`config.mk`:
```
export PLATFORM = sky130hd
export DESIGN_NAME = serial_rx_core
export DESIGN_NICKNAME = d
export VERILOG_FILES = /design/src/rtl/serial_rx_pkg.sv /design/src/rtl/rx_line_sync.sv /design/src/rtl/rx_parity_gen.sv /design/src/rtl/rx_idle_timer.sv /design/src/rtl/rx_deframer.sv /design/src/rtl/serial_rx_core.sv
export SDC_FILE = /design/constraint.sdc
export NUM_CORES = 1
export LEC_CHECK = 0
export CAP_MARGIN = 20
export CORE_ASPECT_RATIO = 1.2
export CORE_MARGIN = 2
export CORE_UTILIZATION = 50
export DETAILED_ROUTE_END_ITERATION = 8
export DONT_BUFFER_PORTS = 1
export PLACE_DENSITY = 0.79
export SLEW_MARGIN = 20
export SYNTH_ARGS = -nofsm -noshare
export SYNTH_HDL_FRONTEND = slang
export SYNTH_HIERARCHICAL = 1
export SYNTH_SLANG_ARGS = --single-unit
```
`constraint.sdc`:
```
create_clock -name clk -period 2.2 [get_ports clk]
set_input_delay 0.33 -clock clk [delete_from_list [all_inputs] [get_ports clk]]
set_output_delay 0.33 -clock clk [all_outputs]
set_load 0.05 [all_outputs]
```
`src/rtl/serial_rx_pkg.sv`:
```
package serial_rx_pkg;

    // smallest character length; size code adds to this
    localparam int MIN_CHAR = 5;

    typedef enum logic [2:0] {
        RX_IDLE,
        RX_START,
        RX_DATA,
        RX_PARITY,
        RX_STOP,
        RX_RECOVER
    } rx_state_e;

    typedef enum logic [1:0] {
        PAR_EVEN  = 2'd0,
        PAR_ODD   = 2'd1,
        PAR_MARK  = 2'd2,
        PAR_SPACE = 2'd3
    } par_mode_e;

endpackage

```
`src/rtl/rx_line_sync.sv`:
```
module rx_line_sync #(
    parameter int STAGES = 2
) (
    input  logic clk,
    input  logic rst_n,
    input  logic din,
    output logic dout
);

    logic [STAGES-1:0] chain;

    // idle line is high, so the chain resets to ones
    always_ff @(posedge clk or negedge rst_n) begin
        if (!rst_n) begin
            chain <= '1;
        end else begin
            chain <= {chain[STAGES-2:0], din};
        end
    end

    assign dout = chain[STAGES-1];

endmodule

```
`src/rtl/rx_parity_gen.sv`:
```
module rx_parity_gen
    import serial_rx_pkg::*;
#(
    parameter int DATA_W = 8
) (
    input  logic [DATA_W-1:0] bits,
    input  logic [1:0]        size,
    input  logic [1:0]        mode,
    input  logic              count_zeros,
    output logic              expect_bit
);

    logic [DATA_W-1:0] mask;
    logic [DATA_W-1:0] src;
    logic              odd_cnt;

    // only the active character bits take part
    for (genvar i = 0; i < DATA_W; i++) begin : g_mask
        assign mask[i] = (i < (MIN_CHAR + int'(size)));
    end

    assign src     = count_zeros ? (~bits & mask) : (bits & mask);
    assign odd_cnt = ^src;

    always_comb begin
        unique case (par_mode_e'(mode))
            PAR_EVEN:  expect_bit = odd_cnt;
            PAR_ODD:   expect_bit = ~odd_cnt;
            PAR_MARK:  expect_bit = 1'b1;
            PAR_SPACE: expect_bit = 1'b0;
            default:   expect_bit = 1'b0;
        endcase
    end

endmodule

```
`src/rtl/rx_idle_timer.sv`:
```
module rx_idle_timer #(
    parameter int LIMIT_W = 8,
    parameter int FRAME_W = 8
) (
    input  logic               clk,
    input  logic               rst_n,
    input  logic               tick,
    input  logic               reload,
    input  logic               fifo_empty,
    input  logic [LIMIT_W-1:0] limit,
    input  logic [FRAME_W-1:0] frame_ticks,
    output logic               irq
);

    logic [LIMIT_W-1:0] chars_left;
    logic [FRAME_W-1:0] sub_cnt;
    logic               expired;

    always_ff @(posedge clk or negedge rst_n) begin
        if (!rst_n) begin
            chars_left <= '0;
            sub_cnt    <= '0;
            expired    <= 1'b0;
        end else if (reload) begin
            chars_left <= limit;
            sub_cnt    <= '0;
            expired    <= 1'b0;
        end else if (tick && !fifo_empty && (chars_left != '0)) begin
            if (sub_cnt == frame_ticks - 1'b1) begin
                sub_cnt    <= '0;
                chars_left <= chars_left - 1'b1;
                if (chars_left == LIMIT_W'(1)) begin
                    expired <= 1'b1;
                end
            end else begin
                sub_cnt <= sub_cnt + 1'b1;
            end
        end
    end

    assign irq = expired && !fifo_empty;

endmodule

```
`src/rtl/rx_deframer.sv`:
```
module rx_deframer
    import serial_rx_pkg::*;
#(
    parameter int DATA_W = 8,
    parameter int OVS    = 16
) (
    input  logic              clk,
    input  logic              rst_n,
    input  logic              run,
    input  logic              tick,
    input  logic              rxs,
    input  logic [1:0]        size,
    input  logic              par_en,
    input  logic              exp_par,
    output logic [DATA_W-1:0] char_bits,
    output logic              push,
    output logic [DATA_W-1:0] push_data,
    output logic              push_perr,
    output logic              push_ferr,
    output logic              push_brk
);

    localparam int CNT_W = $clog2(OVS);
    localparam int IDX_W = $clog2(DATA_W);
    localparam logic [CNT_W-1:0] MID_TICK  = CNT_W'(OVS / 2 - 1);
    localparam logic [CNT_W-1:0] LAST_TICK = CNT_W'(OVS - 1);
    localparam logic [IDX_W-1:0] SHIFT_MAX = IDX_W'(DATA_W - MIN_CHAR);

    rx_state_e         state, state_nx;
    logic [CNT_W-1:0]  tcnt;
    logic [IDX_W-1:0]  bidx;
    logic [DATA_W-1:0] shreg;
    logic              par_bit;
    logic              mid_start;
    logic              bit_end;
    logic              last_bit;
    logic              stop_done;
    logic [IDX_W-1:0]  last_idx;
    logic [IDX_W-1:0]  shamt;

    assign mid_start = tick && (tcnt == MID_TICK);
    assign bit_end   = tick && (tcnt == LAST_TICK);
    assign last_idx  = IDX_W'(MIN_CHAR - 1) + IDX_W'(size);
    assign last_bit  = (bidx == last_idx);
    assign shamt     = SHIFT_MAX - IDX_W'(size);
    assign char_bits = shreg >> shamt;
    assign stop_done = run && (state == RX_STOP) && bit_end;

    // state register
    always_ff @(posedge clk or negedge rst_n) begin
        if (!rst_n) begin
            state <= RX_IDLE;
        end else begin
            state <= state_nx;
        end
    end

    // next state
    always_comb begin
        state_nx = state;
        unique case (state)
            RX_IDLE:    if (tick && !rxs) state_nx = RX_START;
            RX_START:   if (mid_start) state_nx = rxs ? RX_IDLE : RX_DATA;
            RX_DATA:    if (bit_end && last_bit) state_nx = par_en ? RX_PARITY : RX_STOP;
            RX_PARITY:  if (bit_end) state_nx = RX_STOP;
            RX_STOP:    if (bit_end) state_nx = rxs ? RX_IDLE : RX_RECOVER;
            RX_RECOVER: if (rxs) state_nx = RX_IDLE;
            default:    state_nx = RX_IDLE;
        endcase
        if (!run) begin
            state_nx = RX_IDLE;
        end
    end

    // timing counters and shift register
    always_ff @(posedge clk or negedge rst_n) begin
        if (!rst_n) begin
            tcnt    <= '0;
            bidx    <= '0;
            shreg   <= '0;
            par_bit <= 1'b0;
        end else if (state == RX_IDLE || state == RX_RECOVER) begin
            tcnt    <= '0;
            bidx    <= '0;
            shreg   <= '0;
            par_bit <= 1'b0;
        end else if (tick) begin
            if ((state == RX_START && tcnt == MID_TICK) || tcnt == LAST_TICK) begin
                tcnt <= '0;
            end else begin
                tcnt <= tcnt + 1'b1;
            end
            if (state == RX_DATA && tcnt == LAST_TICK) begin
                shreg <= {rxs, shreg[DATA_W-1:1]};
                bidx  <= bidx + 1'b1;
            end
            if (state == RX_PARITY && tcnt == LAST_TICK) begin
                par_bit <= rxs;
            end
        end
    end

    // outputs toward the FIFO
    always_ff @(posedge clk or negedge rst_n) begin
        if (!rst_n) begin
            push      <= 1'b0;
            push_data <= '0;
            push_perr <= 1'b0;
            push_ferr <= 1'b0;
            push_brk  <= 1'b0;
        end else begin
            push <= stop_done;
            if (stop_done) begin
                push_data <= char_bits;
                push_ferr <= !rxs;
                push_perr <= par_en && (par_bit != exp_par);
                push_brk  <= !rxs && (char_bits == '0) && !(par_en && par_bit);
            end
        end
    end

endmodule

```
`src/rtl/serial_rx_core.sv`:
```
module serial_rx_core
    import serial_rx_pkg::*;
#(
    parameter int DATA_W      = 8,
    parameter int OVS         = 16,
    parameter int SYNC_STAGES = 2,
    parameter int LIMIT_W     = 8,
    parameter int FREE_W      = 5,
    parameter int RTS_MARGIN  = 2
) (
    input  logic               clk,
    input  logic               rst_n,
    input  logic               enable,
    input  logic               flush_req,
    input  logic               tick16,
    input  logic               rxd,
    input  logic [1:0]         cfg_size,
    input  logic               cfg_par_en,
    input  logic [1:0]         cfg_par_mode,
    input  logic               cfg_par_zeros,
    input  logic               cfg_flow_en,
    input  logic               cfg_flow_pol,
    input  logic [LIMIT_W-1:0] cfg_to_chars,
    input  logic [FREE_W-1:0]  fifo_free,
    input  logic               fifo_empty,
    input  logic               fifo_rd,
    output logic               fifo_flush,
    output logic               rx_push,
    output logic [DATA_W-1:0]  rx_data,
    output logic               rx_perr,
    output logic               rx_ferr,
    output logic               rx_brk,
    output logic               rts,
    output logic               timeout_irq
);

    localparam int FB_W    = $clog2(DATA_W + 4);
    localparam int FRAME_W = $clog2(OVS * (DATA_W + 3) + 1);

    logic              rxs;
    logic [DATA_W-1:0] char_bits;
    logic              exp_par;
    logic [FB_W-1:0]   frame_bits;
    logic [FRAME_W-1:0] frame_ticks;
    logic              room;

    rx_line_sync #(.STAGES(SYNC_STAGES)) u_sync (
        .clk  (clk),
        .rst_n(rst_n),
        .din  (rxd),
        .dout (rxs)
    );

    rx_deframer #(.DATA_W(DATA_W), .OVS(OVS)) u_deframer (
        .clk      (clk),
        .rst_n    (rst_n),
        .run      (enable),
        .tick     (tick16),
        .rxs      (rxs),
        .size     (cfg_size),
        .par_en   (cfg_par_en),
        .exp_par  (exp_par),
        .char_bits(char_bits),
        .push     (rx_push),
        .push_data(rx_data),
        .push_perr(rx_perr),
        .push_ferr(rx_ferr),
        .push_brk (rx_brk)
    );

    rx_parity_gen #(.DATA_W(DATA_W)) u_parity (
        .bits       (char_bits),
        .size       (cfg_size),
        .mode       (cfg_par_mode),
        .count_zeros(cfg_par_zeros),
        .expect_bit (exp_par)
    );

    // start + data + optional parity + stop, in strobes
    assign frame_bits  = FB_W'(MIN_CHAR + 2) + FB_W'(cfg_size) + FB_W'(cfg_par_en);
    assign frame_ticks = FRAME_W'(frame_bits) * FRAME_W'(OVS);

    rx_idle_timer #(.LIMIT_W(LIMIT_W), .FRAME_W(FRAME_W)) u_timer (
        .clk        (clk),
        .rst_n      (rst_n),
        .tick       (tick16),
        .reload     (fifo_rd | rx_push | fifo_flush),
        .fifo_empty (fifo_empty),
        .limit      (cfg_to_chars),
        .frame_ticks(frame_ticks),
        .irq        (timeout_irq)
    );

    assign fifo_flush = !enable || flush_req;

    assign room = (fifo_free >= FREE_W'(RTS_MARGIN));
    assign rts  = (cfg_flow_en && !room) ? ~cfg_flow_pol : cfg_flow_pol;

endmodule

```
; Yosys cells after proc, flatten, opt, wreduce, memory -nomap -nowiden
; Index checks and enable logic that the tools add are counted.
[word_totals]
ff_bits = 50
in_bits = 29
output_inout_bits = 15
word_cells = 138
[op_classes]
addsub = 10
magnitude_cmp = 9
n_eq_ne = 20
shift = 1
mux = 36
bitwise_logic = 7
reduce_logical = 41
[op_table]
columns = op, n
row1 = $lt A4 B32 Y1 const A, 4
row2 = $mux W8, 10
row3 = $lt A3 B32 Y1 const A, 2
row4 = $mux W3, 12
row5 = $lt A2 B32 Y1 const A, 1
row6 = $pmux W3 S6, 1
row7 = $logic_and A1 B1 Y1, 17
row8 = $and A8 B8 Y8, 2
row9 = $sub A8 B1 Y8 const B, 2
row10 = $ne A3 B2 Y1 const B, 5
row11 = $mux W4, 3
row12 = $reduce_bool A2 Y1, 6
row13 = $add A3 B2 Y4 const A, 2
row14 = $add A8 B1 Y8 const B, 1
row15 = $eq A8 B1 Y1 const B, 1
row16 = $eq A8 B8 Y1, 1
row17 = $logic_not A8 Y1, 1
row18 = $mux W1, 8
row19 = $not A8 Y8, 1
row20 = $reduce_bool A8 Y1, 1
row21 = $reduce_xor A8 Y1, 1
row22 = $shr A8 B3 Y8, 1
row23 = $eq A3 B2 Y1 const B, 2
row24 = $eq A3 B3 Y1 const B, 2
row25 = other kinds (26), 37

; Logic depth before layout (Yosys ltp)
; Gate-level depths: netlist of the first run.
[logic_depth]
depth_word = 10
ltp_mapped = 12
mapped_depth_nobuf = 11

; By module
; The synthesis of the first run kept the hierarchy.
[modules_own_cells]
columns = mod, instances, cells_per_inst, area_per_inst_um2, seq_area_each_um2
row1 = rx_deframer, 1, 178, 1774.2, 775.7
row2 = rx_idle_timer, 1, 149, 1281.2, 425.4
row3 = rx_parity_gen, 1, 12, 113.9, 0.0
row4 = serial_rx_core, 1, 14, 82.6, 0.0
row5 = rx_line_sync, 1, 2, 52.6, 52.6

; Worst setup path before layout of the first run
; Ideal clock, no wire load.
[synth_timing]
kind = input port to flip-flop
from = input port cfg_size[0]
to = register u_timer.chars_left[4]
setup_time_ns = 0.120
arrival_time_ns = 2.357
required_time_ns = 2.080
path_slack_ns = -0.277
cell_stages = 10
path_buffers = 0
cell_sequence = inv_1 -> ha_1 -> ha_1 -> inv_1 -> nor4_4 -> and4b_1 -> a41oi_1 -> a211o_1 -> or4_1 -> a31o_1
[synth_between]
elab_chain_len = 6
[synth_lines]
columns = element, line_no
row1 = from (decl), serial_rx_core.sv:17  ; input logic [1:0] cfg_size,
row2 = $add A3 B2 Y4, serial_rx_core.sv:80  ; assign frame_bits = FB_W'(MIN_CHAR + 2) + FB_W'(cfg_size) + FB_W'(cfg_par_en);
row3 = $add A4 B1 Y4, serial_rx_core.sv:80
row4 = named net frame_bits[1], serial_rx_core.sv:43  ; logic [FB_W-1:0] frame_bits;
row5 = $sub A8 B1 Y8, rx_idle_timer.sv:29  ; if (sub_cnt == frame_ticks - 1'b1) begin
row6 = $eq A8 B8 Y1, rx_idle_timer.sv:29
row7 = $reduce_bool A2 Y1 (no line), n/a
row8 = $reduce_and A2 Y1 (no line), n/a
row9 = to (signal assigned), rx_idle_timer.sv:25  ; chars_left <= limit;
row10 = to (signal assigned), rx_idle_timer.sv:31  ; chars_left <= chars_left - 1'b1;
row11 = to (decl), rx_idle_timer.sv:15  ; logic [LIMIT_W-1:0] chars_left;
; The timed path passes the listed nets, and every way through them passes these cells.
; A chain may end at the register's enable or synchronous reset.

; Final worst setup path of the first run
[layout_timing]
from = register u_deframer.shreg[3]
to = register u_deframer.push_perr
[layout_between]
elab_chain_len = 9
word_cells_on_any_way = 10
classes_between = eq/ne: 1 / shift: 1 / mux: 2 / bitwise: 4 / reduce/logical: 2
[layout_lines]
columns = element, line_no
row1 = from (decl), rx_deframer.sv:32  ; logic [DATA_W-1:0] shreg;
row2 = from (signal assigned), rx_deframer.sv:94  ; shreg <= {rxs, shreg[DATA_W-1:1]};
row3 = $shr A8 B3 Y8 *, rx_deframer.sv:46  ; assign char_bits = shreg >> shamt;
row4 = named net char_bits[0], serial_rx_core.sv:41  ; logic [DATA_W-1:0] char_bits;
row5 = $not A8 Y8, rx_parity_gen.sv:22  ; assign src = count_zeros ? (~bits & mask) : (bits & mask);
row6 = $and A8 B8 Y8, rx_parity_gen.sv:22
row7 = $mux W8 *, rx_parity_gen.sv:22
row8 = $reduce_xor A8 Y1 *, rx_parity_gen.sv:23  ; assign odd_cnt = ^src;
row9 = $not A1 Y1, rx_parity_gen.sv:28  ; PAR_ODD: expect_bit = ~odd_cnt;
row10 = $pmux W1 S4 *, rx_parity_gen.sv:26  ; unique case (par_mode_e'(mode))
row11 = named net exp_par, serial_rx_core.sv:42  ; logic exp_par;
row12 = $ne A1 B1 Y1 *, rx_deframer.sv:116  ; push_perr <= par_en && (par_bit != exp_par);
row13 = $logic_and A1 B1 Y1 *, rx_deframer.sv:116
row14 = to (signal assigned), rx_deframer.sv:116
row15 = to (decl), rx_deframer.sv:18  ; output logic push_perr,
; Mark *: on every way through the listed nets, which the timed path passes. The rest lies on a longest branch.

==> results of run 1 <==
critical path, stage by stage (launching register included):
cell,delay (ns)
dfrtp_1,0.41
mux4_2,0.51
xnor2_2,0.20
xnor3_1,0.35
xor2_1,0.18
mux2i_1,0.24
xor2_1,0.19
xor2_1,0.16
nand2_1,0.06
o21ai_1,0.10
sequential cells by signal, summed over array words and instances, names as in the netlist:
| register | count |
|---|---|
| u_deframer/push_data | 8 |
| u_timer/sub_cnt | 8 |
| u_deframer/bidx | 3 |
| u_deframer/par_bit | 1 |
| u_timer/chars_left | 8 |
| u_sync/chain | 2 |
| u_deframer/push_perr | 1 |
| u_deframer/shreg | 8 |
| u_deframer/state | 3 |
| u_deframer/push | 1 |
| u_deframer/tcnt | 4 |
| u_timer/expired | 1 |
| u_deframer/push_ferr | 1 |
| u_deframer/push_brk | 1 |
worst paths after layout:
path,from,to,slack [ns],cells past startpoint
worst max-delay path,u_deframer/shreg[3],u_deframer/push_perr,-0.26,9
worst min register to register,u_sync/chain[0],u_sync/chain[1],0.36,0
max in group asynchronous,rst_n,u_sync/chain[1],1.40,2
worst max register to register,u_deframer/shreg[3],u_deframer/push_perr,-0.26,9
worst min-delay path,rxd,u_sync/chain[0],0.03,0
min in group asynchronous,rst_n,u_deframer/shreg[1],0.53,2
cell usage after synthesis, types with 8 or more instances:
| master | instances | share of area |
|---|---|---|
| ha_1 | 9 | 0.034 |
| o21ai_0 | 14 | 0.021 |
| inv_1 | 23 | 0.026 |
| nand2b_1 | 8 | 0.015 |
| mux2i_1 | 17 | 0.051 |
| nand2_1 | 26 | 0.030 |
| a21oi_1 | 13 | 0.020 |
| nor2_1 | 34 | 0.039 |
| xnor2_1 | 9 | 0.024 |
| dfrtp_1 | 48 | 0.36 |
| nor3_1 | 9 | 0.014 |
| xor2_1 | 14 | 0.037 |
power by group through the flow:
stage	logic (mW)	clock network [mW]	registers, mW
final	0.443	0.637	0.992
after global routing	0.494	0.691	0.997
after CTS	0.438	0.657	0.991
after detailed placement	0.408	0	1.01
after global placement	0.397	0	1.01
after floorplan	0.323	0	0.996
layout make-up:
cell class,count,area [µm²],area share
clock buffer,5,68.8,0.0177
clock inverter,3,40.0,0.0103
inverter,25,93.8,0.0241
multi-input combinational,284,2020,0.518
sequential,50,1250,0.322
tap,85,106,0.0273
timing repair buffer,39,315,0.0809
through the flow:
step	setup TNS (ns)	cells	utilization
global placement	-2.58	479	0.583
detailed placement	-3.21	479	0.583
finish	-0.262	491	0.609
CTS	-0.254	489	0.606
global route	-0.448	491	0.609
floorplan	-0.278	375	-
placed cells by master, fill, tap and decap left out, types with 6 or more instances in the layout:
master	count
nor3_1	9
nand4_1	6
xnor2_1	7
ha_1	7
conb_1	21
dfrtp_1	48
inv_1	19
nand3_1	7
buf_4	37
o31ai_1	7
nor2_1	34
mux2_2	7
a31oi_1	7
nor2b_1	7
nand2b_1	8
a21oi_1	13
mux2i_1	17
nand2_1	26
xor2_1	14
o21ai_0	13
logic make-up after synthesis:
family,count (synthesis)
buffers and inverters,41
adders and majority gates,9
other,1
DFF,50
AOI/OAI and AO/OA,73
xor gates and xnor gates,24
muxes,27
and+or+nand+nor,130
layer usage:
metal,vias to the layer above,track usage
met5,-,0
met4,0,0.0658
li1,1353,-
met3,6,0.0376
met2,64,0.370
met1,1344,0.269
repair_timing:
item,4_1_cts,5_1_grt
hold buffers,2,0
cloned,0,0
setup buffers,0,2
pin swaps,2,2
setup endpoints to repair,1,11
endpoints found under the hold margin,50,0
==> metrics, run 1 <==
peak supply drop=0.388 mV; via/cell ratio=5.64; mux share of post-synthesis cell area=0.0958; I/O pin count=44; WL met1=3210 µm; share of cells above drive strength 1=0.195; Synth Area in Compound Gates=0.156; post-route design area=3900 µm²; Antenna Cells=0; cell-internal power=1.46 mW; slew margin rel.=0.638; crit end category=register; Synth Instances=355; average size of a mapped cell=9.31 µm²; grt total ovfl=0; Clk pwr share=0.307; max layer used=met4; initial antenna violation count=0; RSZ-0062 raised after global routing=true; Slew Limit Fails=0; DR DRC count=0; post_cts resized=0; failing checks=setup timing; skew final=0.00992 ns; H-tree levels=2; clk root buf=clkbuf_8; total of max-cap violations=0; fin crit share=1.12; first-pass iteration count of the detailed router=4; static leakage=1.83 nW; Top FF cell, synth=dfrtp_1; total die area=7280 µm²; Post-DP Area=3740 µm²; Post-Synth Adder-Cell Area=0.0341; Synth Area in Simple Gates=0.214; TritonCTS Buffers=5; CTS sink cnt=50; Post-synth EDFFs=0; status=finished, violations left; CTS tree=done; final hold vios=0; dpl hpwl=5350 µm; sequential share of the synthesized area=0.379; Routed wire per std cell=14.8 µm; met3 wire len=307 µm; Post-Synth XOR/XNOR Area=0.0678; warnings from Yosys=6; PwrDens=532 nW/µm²; Area Growth Syn to Fin=18.0%; ANT nets after route=0; Hold Slack=0.0264 ns; DIE WIDTH=78.2 µm; Met2 Wirelength=3670 µm; worst slack, placed=-0.319 ns; sequential power share=0.479; post-route worst setup slack=-0.262 ns; Comb power frac=0.214; Critical Path AT=2.70 ns; critical path class=reg2reg; die height=93.1 µm; largest net degree at the start of global routing=51; Core ar.=6410 µm²; via count=2767; Hold Path Class=in2reg; setup violators final=1; WL final=7270 µm; post-layout minimum cycle time=2.46 ns; initial core utilization=0.516; IO Port Bufs=0; global-route wire length before repair=12600 µm; RD Place Congestion=0.858; nets=443; largest family of logic cells by synthesized area=simple AND/OR/NAND/NOR gates; Worst Tran Pin Value=0.542 ns; Total GRT Usage=0.212; vias in the first global route=2833; Critical Path Fanout Max=4; Highest Clock Rate=406 MHz; clock-pin slew on the worst setup and hold paths=0.09 ns; clock latency on the worst-skew pair=0.30 ns; total power draw=2.07 mW; Distinct cells, synth=64; Crit path required time=2.43 ns; switching share of power=0.293; Yosys reg bits=50; FP Rows=32; layout filler cell count=536; Worst Setup Start Kind=register; worst-case clock buffer depth=2; starting DRC count in detailed routing=134; P_sw=608 µW; Async SR Flop Fraction=1.00; Post-Syn Area=3300 µm²
(Power assumes the default switching activity.)
==> run 2, diff against run 1 <==
Settings changed: CORE_UTILIZATION 50 to 30, PLACE_DENSITY 0.79 to 0.56.
==> metrics, run 2 (synthesized netlist as in run 1, its figures left out) <==
peak supply drop=0.299 mV; Total GRT Usage=0.135; Highest Clock Rate=404 MHz; multi-input logic area=2030 µm²; nets=442; Hold Slack=0.0311 ns; layout filler cell count=1102; post-route worst setup slack=-0.278 ns; WL final=7500 µm; clock latency on the worst-skew pair=0.29 ns; clk root buf=clkbuf_16; Routed wire per std cell=14.0 µm; grt total ovfl=0; Slew Limit Fails=0; PwrDens=551 nW/µm²; total power draw=2.20 mW; final hold vios=0; initial antenna violation count=0; ANT nets after route=0; static leakage=1.83 nW; H-tree levels=2; Final Non-Filler Cells=536; total die area=11900 µm²; die height=119 µm; commonest non-fill, non-tap cell in the layout=dfrtp_1; Critical Path Fanout Max=5; failing checks=setup timing; Critical Path AT=2.70 ns; Core ar.=10900 µm²; fin crit share=1.13; slew margin rel.=0.625; setup TNS=-0.278 ns; dpl hpwl=5700 µm; RSZ-0062 raised after global routing=true; post-route design area=3990 µm²; fin util=0.367; global-route wire length before repair=13000 µm; post-layout minimum cycle time=2.48 ns; largest net degree at the start of global routing=51; Worst Tran Pin Value=0.562 ns; FP Rows=42; setup violators final=1; I/O pin count=44; DIE WIDTH=99.8 µm; IO Port Bufs=0; first-pass iteration count of the detailed router=4; initial core utilization=0.304; worst-case clock buffer depth=2; DR DRC count=0; Antenna Cells=0; CTS sink cnt=50; total of max-cap violations=0; crit end category=register; sequential cell area=1250 µm²; Worst Setup Start Kind=register; share of cells above drive strength 1=0.196; CTS tree=done; status=finished, violations left; Crit path required time=2.42 ns; via count=2755; RD Place Congestion=0.812; TritonCTS Buffers=5; via/cell ratio=5.14; Hold Path Class=in2reg; critical path class=reg2reg; worst slack, placed=-0.311 ns; dpl cells=525; vias in the first global route=2712; Post-DP Area=3790 µm²; Area Growth Syn to Fin=20.8%; starting DRC count in detailed routing=163; most frequent cells in the layout=dfrtp_1, buf_4, nor2_1; clock-pin slew on the worst setup and hold paths=0.07 ns; skew final=0.00475 ns
-- run 2: changes by cell type in the layout (fill, tap and decap cells not counted), sizes merged --
cell	delta
bufinv	-1
inv	+1
clkinv	-1
buf	-1
-- run 2: timing repair --
item | CTS | global route
gates resized for setup | 0 | 3
setup endpoints to repair | 1 | 9
hold buffers | 2 | 0
pin swaps | 1 | 4
hold endpoints to repair | 50 | 0
setup buffers | 2 | 0
-- run 2: per-layer routing --
layer	track usage	wire length, µm	vias to the layer above
met2	0.222	3640	63
met1	0.171	3330	1324
met5	0	0	-
li1	-	-	1353
met4	0.0574	163	0
met3	0.0288	368	15
-- run 2: report_power, final --
part | switching [mW] | internal (mW) | total, mW
registers | 0.0356 | 0.954 | 0.990
logic | 0.265 | 0.181 | 0.446
clock network | 0.347 | 0.418 | 0.765
-- run 2: final cells by class --
| class | instances | share of cell area |
|---|---|---|
| Inverter | 25 | 0.0235 |
| Tap cell | 132 | 0.0414 |
| Clock buffer | 5 | 0.0313 |
| Multi-Input combinational cell | 284 | 0.508 |
| Clock inverter | 2 | 0.00345 |
| Sequential cell | 50 | 0.314 |
| Timing Repair Buffer | 38 | 0.0781 |
-- run 2: worst paths after layout --
path,cells after the start,to,slack (ns),from
max,9,u_deframer/push_perr,-0.28,u_deframer/shreg[3]
min,0,u_sync/chain[0],0.03,rxd
max reg2reg,9,u_deframer/push_perr,-0.28,u_deframer/shreg[3]
min reg2reg,0,u_sync/chain[1],0.36,u_sync/chain[0]
max in group asynchronous,2,u_sync/chain[1],1.37,rst_n
min in group asynchronous,2,u_deframer/push_data[1],0.54,rst_n
-- run 2: critical path, cell delays in order, from the launching register on --
cell,delay [ns]
dfrtp_1,0.41
mux4_2,0.53
xnor2_2,0.16
xnor3_1,0.36
xor2_1,0.19
mux2i_1,0.24
xor2_1,0.19
xor2_1,0.16
nand2_1,0.06
o21ai_1,0.11
